### src/rtl/coex_pkg.sv
package coex_pkg;

  localparam int ADDR_W = 5;

  localparam logic [ADDR_W-1:0] OFS_CTRL  = 5'h00;
  localparam logic [ADDR_W-1:0] OFS_PRIO  = 5'h04;
  localparam logic [ADDR_W-1:0] OFS_SLOT  = 5'h08;
  localparam logic [ADDR_W-1:0] OFS_GUARD = 5'h0C;
  localparam logic [ADDR_W-1:0] OFS_THR   = 5'h10;

  typedef enum logic [1:0] {OWN_NONE = 2'd0, OWN_CL = 2'd1, OWN_LE = 2'd2} owner_e;
  typedef enum logic [1:0] {ST_IDLE = 2'd0, ST_GRANT = 2'd1, ST_GUARD = 2'd2} state_e;

  // Choose the next owner. A boost outranks plain priority in both modes.
  function automatic owner_e pick_owner(input logic rc, input logic rl,
                                        input logic bc, input logic bl,
                                        input logic rr,
                                        input logic [7:0] pc, input logic [7:0] pl,
                                        input owner_e prev);
    if (!rc && !rl) return OWN_NONE;
    if (rc && !rl) return OWN_CL;
    if (!rc && rl) return OWN_LE;
    if (bc != bl) return bc ? OWN_CL : OWN_LE;
    if (!rr && (pc != pl)) return (pc > pl) ? OWN_CL : OWN_LE;
    return (prev == OWN_CL) ? OWN_LE : OWN_CL;
  endfunction

endpackage

### src/rtl/coex_regs.sv
module coex_regs
  import coex_pkg::*;
#(
  parameter int DW        = 16,
  parameter int PW        = 4,
  parameter int RW        = 8,
  parameter int SLOT_RST  = 625,
  parameter int GUARD_RST = 30
) (
  input  logic              clk,
  input  logic              rst_n,
  input  logic              sel,
  input  logic              wr,
  input  logic [ADDR_W-1:0] addr,
  input  logic [DW-1:0]     wdata,
  output logic [DW-1:0]     rdata,
  output logic              en,
  output logic              rr,
  output logic              hold,
  output logic [PW-1:0]     prio_cl,
  output logic [PW-1:0]     prio_le,
  output logic [DW-1:0]     slot_len,
  output logic [DW-1:0]     guard_len,
  output logic [RW-1:0]     thr
);

  logic [2:0]      ctrl_q;
  logic [2*PW-1:0] prio_q;

  always_ff @(posedge clk or negedge rst_n) begin
    if (!rst_n) begin
      ctrl_q    <= '0;
      prio_q    <= '0;
      slot_len  <= DW'(SLOT_RST);
      guard_len <= DW'(GUARD_RST);
      thr       <= '0;
    end else if (sel && wr) begin
      case (addr)
        OFS_CTRL:  ctrl_q    <= wdata[2:0];
        OFS_PRIO:  prio_q    <= wdata[2*PW-1:0];
        OFS_SLOT:  slot_len  <= wdata;
        OFS_GUARD: guard_len <= wdata;
        OFS_THR:   thr       <= wdata[RW-1:0];
        default: ;
      endcase
    end
  end

  always_comb begin
    case (addr)
      OFS_CTRL:  rdata = DW'(ctrl_q);
      OFS_PRIO:  rdata = DW'(prio_q);
      OFS_SLOT:  rdata = slot_len;
      OFS_GUARD: rdata = guard_len;
      OFS_THR:   rdata = DW'(thr);
      default:   rdata = '0;
    endcase
  end

  assign en      = ctrl_q[0];
  assign rr      = ctrl_q[1];
  assign hold    = ctrl_q[2];
  assign prio_cl = prio_q[PW-1:0];
  assign prio_le = prio_q[2*PW-1:PW];

endmodule

### src/rtl/coex_slot_fsm.sv
module coex_slot_fsm
  import coex_pkg::*;
#(
  parameter int DW = 16,
  parameter int PW = 4
) (
  input  logic          clk,
  input  logic          rst_n,
  input  logic          en,
  input  logic          rr,
  input  logic          hold,
  input  logic [PW-1:0] prio_cl,
  input  logic [PW-1:0] prio_le,
  input  logic          cl_boost,
  input  logic          le_boost,
  input  logic          cl_req,
  input  logic          le_req,
  input  logic          tick,
  input  logic [DW-1:0] slot_len,
  input  logic [DW-1:0] guard_len,
  output logic          gnt_cl,
  output logic          gnt_le
);

  state_e        st;
  owner_e        own, last, win, pre;
  logic [DW-1:0] cnt;
  logic [DW:0]   cnt_nx;
  logic          le_ok;

  assign cnt_nx = {1'b0, cnt} + 1'b1;
  assign le_ok  = le_req && !(hold && cl_req);

  always_comb begin
    win = pick_owner(cl_req, le_ok, cl_boost, le_boost, rr,
                     8'(prio_cl), 8'(prio_le), (st == ST_GRANT) ? own : last);
    pre = OWN_NONE;
    if (st == ST_GRANT) begin
      if (own == OWN_LE && cl_req && (hold || (cl_boost && !le_boost))) pre = OWN_CL;
      else if (own == OWN_CL && le_ok && le_boost && !cl_boost) pre = OWN_LE;
    end
  end

  always_ff @(posedge clk or negedge rst_n) begin
    if (!rst_n) begin
      st <= ST_IDLE; own <= OWN_NONE; last <= OWN_NONE; cnt <= '0;
    end else if (!en) begin
      st <= ST_IDLE; own <= OWN_NONE; last <= OWN_NONE; cnt <= '0;
    end else begin
      case (st)
        ST_IDLE: if (win != OWN_NONE) begin
          own <= win;
          cnt <= '0;
          st  <= (last != OWN_NONE && last != win && guard_len != '0) ? ST_GUARD : ST_GRANT;
        end
        ST_GRANT: begin
          if (pre != OWN_NONE) begin
            last <= own; own <= pre; cnt <= '0;
            st   <= (guard_len != '0) ? ST_GUARD : ST_GRANT;
          end else if (tick) begin
            if (cnt_nx >= {1'b0, slot_len}) begin
              cnt <= '0;
              if (win == OWN_NONE) begin
                st <= ST_IDLE; last <= own; own <= OWN_NONE;
              end else if (win != own) begin
                last <= own; own <= win;
                st   <= (guard_len != '0) ? ST_GUARD : ST_GRANT;
              end
            end else begin
              cnt <= cnt_nx[DW-1:0];
            end
          end
        end
        ST_GUARD: begin
          if (hold && cl_req && own == OWN_LE) own <= OWN_CL;
          if (tick) begin
            if (cnt_nx >= {1'b0, guard_len}) begin
              st <= ST_GRANT; cnt <= '0;
            end else begin
              cnt <= cnt_nx[DW-1:0];
            end
          end
        end
        default: st <= ST_IDLE;
      endcase
    end
  end

  assign gnt_cl = (st == ST_GRANT) && (own == OWN_CL);
  assign gnt_le = (st == ST_GRANT) && (own == OWN_LE);

  AST_ENABLE_OFF: assert property (@(posedge clk) disable iff (!rst_n)
    !en |=> (!gnt_cl && !gnt_le));
  AST_HOLD_DROP: assert property (@(posedge clk) disable iff (!rst_n)
    (en && hold && cl_req && gnt_le) |=> !gnt_le);
  AST_GAP_TO_LE: assert property (@(posedge clk) disable iff (!rst_n)
    (gnt_le && $past(gnt_cl)) |-> ($past(guard_len) == '0));
  AST_GAP_TO_CL: assert property (@(posedge clk) disable iff (!rst_n)
    (gnt_cl && $past(gnt_le)) |-> ($past(guard_len) == '0));
  AST_CL_SLOT_END: assert property (@(posedge clk) disable iff (!rst_n)
    $fell(gnt_cl) |-> ($past(tick) || !$past(en) || $past(le_boost)));
  AST_LE_SLOT_END: assert property (@(posedge clk) disable iff (!rst_n)
    $fell(gnt_le) |-> ($past(tick) || !$past(en) || $past(cl_boost) ||
                       ($past(hold) && $past(cl_req))));

endmodule

### src/rtl/radio_share_arb.sv
module radio_share_arb
  import coex_pkg::*;
#(
  parameter int DW = 16,
  parameter int PW = 4,
  parameter int RW = 8
) (
  input  logic              clk,
  input  logic              rst_n,
  input  logic              bus_sel,
  input  logic              bus_wr,
  input  logic [ADDR_W-1:0] bus_addr,
  input  logic [DW-1:0]     bus_wdata,
  output logic [DW-1:0]     bus_rdata,
  input  logic              cl_req,
  input  logic              le_req,
  input  logic [RW-1:0]     cl_rssi,
  input  logic [RW-1:0]     le_rssi,
  input  logic              tick_1us,
  output logic              cl_gnt,
  output logic              le_gnt
);

  logic          en, rr, hold;
  logic [PW-1:0] prio_cl, prio_le;
  logic [DW-1:0] slot_len, guard_len;
  logic [RW-1:0] thr;
  logic          cl_boost, le_boost;

  coex_regs #(.DW(DW), .PW(PW), .RW(RW)) u_regs (
    .clk(clk), .rst_n(rst_n), .sel(bus_sel), .wr(bus_wr), .addr(bus_addr),
    .wdata(bus_wdata), .rdata(bus_rdata), .en(en), .rr(rr), .hold(hold),
    .prio_cl(prio_cl), .prio_le(prio_le), .slot_len(slot_len),
    .guard_len(guard_len), .thr(thr)
  );

  // smaller magnitude = stronger signal than the threshold
  assign cl_boost = cl_rssi < thr;
  assign le_boost = le_rssi < thr;

  coex_slot_fsm #(.DW(DW), .PW(PW)) u_fsm (
    .clk(clk), .rst_n(rst_n), .en(en), .rr(rr), .hold(hold),
    .prio_cl(prio_cl), .prio_le(prio_le), .cl_boost(cl_boost), .le_boost(le_boost),
    .cl_req(cl_req), .le_req(le_req), .tick(tick_1us), .slot_len(slot_len),
    .guard_len(guard_len), .gnt_cl(cl_gnt), .gnt_le(le_gnt)
  );

endmodule

### config.mk
export PLATFORM = sky130hd
export DESIGN_NAME = radio_share_arb
export DESIGN_NICKNAME = d
export VERILOG_FILES = /design/src/rtl/coex_pkg.sv /design/src/rtl/coex_regs.sv /design/src/rtl/coex_slot_fsm.sv /design/src/rtl/radio_share_arb.sv
export SDC_FILE = /design/constraint.sdc
export NUM_CORES = 1
export LEC_CHECK = 0
export ABC_AREA = 1
export BUFFER_PORTS_ARGS = -buffer_cell sky130_fd_sc_hd__buf_2
export CORE_UTILIZATION = 40
export DETAILED_ROUTE_END_ITERATION = 10
export GPL_ROUTABILITY_DRIVEN = 0
export PLACE_DENSITY_LB_ADDON = 0.1
export SLEW_MARGIN = 15
export SYNTH_ARGS = -nofsm -noshare
export SYNTH_HDL_FRONTEND = slang
export SYNTH_SLANG_ARGS = --single-unit
### constraint.sdc
create_clock -name clk -period 4.16 [get_ports clk]
set_clock_uncertainty 0.2 [all_clocks]
set_input_delay 0.832 -clock clk [delete_from_list [all_inputs] [get_ports clk]]
set_output_delay 0.832 -clock clk [all_outputs]
set_load 0.03 [all_outputs]
==> impl_metrics.py <==
metrics = {
    "global_route": {
        "antenna_found_initial": 0,
        "grt_overflow_total": 0,
        "grt_usage": 0.216,
        "grt_pass1_vias": 4761,
        "grt_max_degree": 74,
        "grt_pass1_wl_mm": 23.9,
    },
    "route": {
        "totalWireLength_mm": 14.3,
        "num_vias": 4772,
        "drt_iter0_markers": 254,
        "drc_errors": 0,
        "drtAntennaViolNets": 0,
        "wl_per_cell_um": 15.2,
        "first_pass_iters": 5,
        "vias_per_cell": 5.08,
    },
    "synth": {
        "netlist_area_mm2": 0.00538,
        "synth_fp_nets": 805,
        "yosysWarnings": 0,
        "synth_edf_count": 0,
        "ys_types": 43,
        "async_reset_ff_frac": 1.00,
        "synth_ff_type": "dfrtp_1",
        "ys_ff_latch": 73,
        "yosysSeqAreaShare": 0.342,
        "syn_inst": 705,
        "syn_avg_cell_area_um2": 7.63,
    },
    "timing": {
        "post-route-period-util": 0.895,
        "finalCriticalPeriod_ns": 3.72,
        "rsz0062_at_grt": "false",
        "finalHoldViolCount": 0,
        "slew_viol_final": 0,
        "tns_ns": 0,
        "maxSlewHeadroom": 0.361,
        "finalSetupViolations": 0,
        "tightest_slew_ns": 0.958,
        "fmax_mhz": 269,
    },
    "run_status": {
        "status": "complete, no violations",
    },
    "clocking": {
        "post_cts.resized_instances": 0,
        "clk_path_buf_depth": 2,
        "cts_tree": "built",
        "post_cts_buffers": 0,
        "cts_root_buffer": "clkbuf_16",
        "cts.clk_slew.worst_paths_ns": 0.06,
        "cts-buffers-inserted": 9,
        "cts_htree_levels": 3,
        "clock_latency_ns": 0.34,
        "holdBufCountCts": 0,
        "cts.sinks": 73,
    },
    "final_layout": {
        "final.fill_count": 1322,
        "diodes": 0,
        "final_util": 0.475,
        "final_layout_size_suffix_gt1_frac": 0.167,
        "num-nets-final": 863,
        "stdcell_area_mm2": 0.00612,
        "area_delta_synth_final_pct": 13.8,
    },
    "placed_design": {
        "place_area_mm2": 0.00581,
        "hpwlAfterDp_mm": 11.2,
        "io_buffers": 61,
    },
    "setup_path": {
        "r2r-start": "u_fsm.cnt[0]",
        "end_kind": "register",
        "crit_end": "u_fsm.cnt[3]",
        "cp_max_fo": 16,
        "required_ns": 4.21,
        "rrSetupSlack_ns": 0.44,
        "regToRegEndpoint": "u_fsm.cnt[3]",
        "r2r_cells": 18,
        "worstSetupStartpoint": "u_fsm.cnt[0]",
        "path_class": "register to register",
        "worstPathArrival_ns": 3.77,
        "cp-start-kind": "register",
    },
    "die": {
        "core_area_mm2": 0.0129,
        "die_w_um": 118,
        "initial_core_util": 0.418,
        "fp-row-count": 41,
        "die_area_mm2": 0.0139,
        "die_height_um": 118,
        "io_pins": 62,
    },
    "pwr": {
        "peakVddDrop_v": 0.000208,
        "powerDensity_mw_per_mm2": 355,
        "p_leak_nw": 3.18,
    },
    "flow_run": {
        "maxCapViolations": 0,
    },
    "hold_path": {
        "hp-class": "register to register",
        "whs_path_depth": 2,
    },
}
-- routing by layer --
| layer | global-route usage | wire (µm) | up-vias |
|---|---|---|---|
| li1 | - | - | 2422 |
| met1 | 0.303 | 6930 | 2230 |
| met2 | 0.336 | 6550 | 93 |
| met3 | 0.0252 | 383 | 27 |
| met4 | 0.0913 | 399 | 0 |
| met5 | 0 | 0 | - |
-- cell usage after synthesis, types with 11 or more instances --
cell type / number / share of area
nand4_1: 14 / 0.016
o22ai_1: 14 / 0.016
o21ai_0: 73 / 0.068
nand3_1: 33 / 0.031
ha_1: 56 / 0.13
a21oi_1: 26 / 0.024
inv_1: 129 / 0.090
nor2_1: 34 / 0.024
nand3_2: 11 / 0.020
xor2_1: 13 / 0.021
nand2_1: 163 / 0.11
dfrtp_1: 64 / 0.30
-- layout make-up --
type / count / area (µm²) / share of cell area
Multi-Input combinational cell: 484 / 2940 / 0.481
Timing Repair Buffer: 62 / 315 / 0.0515
Inverter: 133 / 499 / 0.0816
Sequential cell: 73 / 1840 / 0.300
Clock buffer: 12 / 256 / 0.0419
Tap cell: 172 / 215 / 0.0352
Clock inverter: 4 / 51.3 / 0.00838
-- metrics by stage --
step,setup WS (ns),power [mW],hold WS (ns),std cells
detailed placement,0.467,1.38,0.277,924
CTS,0.428,2.19,0.291,940
global route,0.0208,2.31,0.313,940
floorplan,0.891,1.22,0.253,705
global placement,0.552,1.37,0.268,924
finish,0.436,2.17,0.285,940
-- how the worst min path moves through the flow --
| stage | start | endpoint | slack (ns) |
|---|---|---|---|
| 5_1_grt | u_regs.thr[2] | u_regs.thr[2] | 0.31 |
| 2_1_floorplan | u_regs.prio_q[0] | u_regs.prio_q[0] | 0.25 |
| 4_1_cts | u_regs.thr[7] | u_regs.thr[7] | 0.29 |
| 6_report | u_regs.slot_len[14] | u_regs.slot_len[14] | 0.28 |
| 3_5_place_dp | u_regs.thr[7] | u_regs.thr[7] | 0.28 |
| 3_3_place_gp | u_regs.prio_q[0] | u_regs.prio_q[0] | 0.27 |
-- flip-flops by register name, indices dropped and copies added (netlist names) --
signal,cells
u_regs.guard_len,16
u_fsm.last,2
u_regs.slot_len,16
u_fsm.st,2
u_fsm.own,2
u_regs.thr,8
u_fsm.cnt,16
u_regs.ctrl_q,3
u_regs.prio_q,8
-- cell usage in the layout, fill, tap and decap left out, types with 13 or more instances in the layout --
cell type  count
nand4_1       14
o21ai_0       73
nand2_1      163
xor2_1        13
o22ai_1       14
dfrtp_1       64
buf_2         60
nand3_1       33
ha_1          56
nor2_1        34
a21oi_1       26
inv_1        129
-- power breakdown --
part / internal [mW] / switching, mW
Combinational: 0.178 / 0.335
Sequential: 0.790 / 0.0653
Clock: 0.497 / 0.306
Total: 1.46 / 0.707
-- worst max-delay path, cell delays in order (launching register included) --
cell	delay, ns
dfrtp_1	0.41
ha_1	0.23
nand3_2	0.14
nor3_2	0.20
nand2_1	0.08
nor2_1	0.15
nand2_1	0.12
xor2_1	0.35
ha_1	0.32
a21oi_1	0.13
o21a_1	0.14
nand3_1	0.08
nand2_1	0.06
nand2_1	0.06
nand2_1	0.11
nand2_1	0.12
o21ai_4	0.49
nand3_1	0.13
o21ai_0	0.11
-- cells by family (layout without fill, tap and decap cells) --
family / after synthesis / in the layout / share of synthesized area
xor+xnor: 14 / 14 / 0.0242
flops: 73 / 73 / 0.342
compound gates: 132 / 132 / 0.141
simple gates: 282 / 282 / 0.252
fa+ha+maj: 56 / 56 / 0.130
buf+inv: 148 / 211 / 0.111
(Power assumes the default switching activity.)
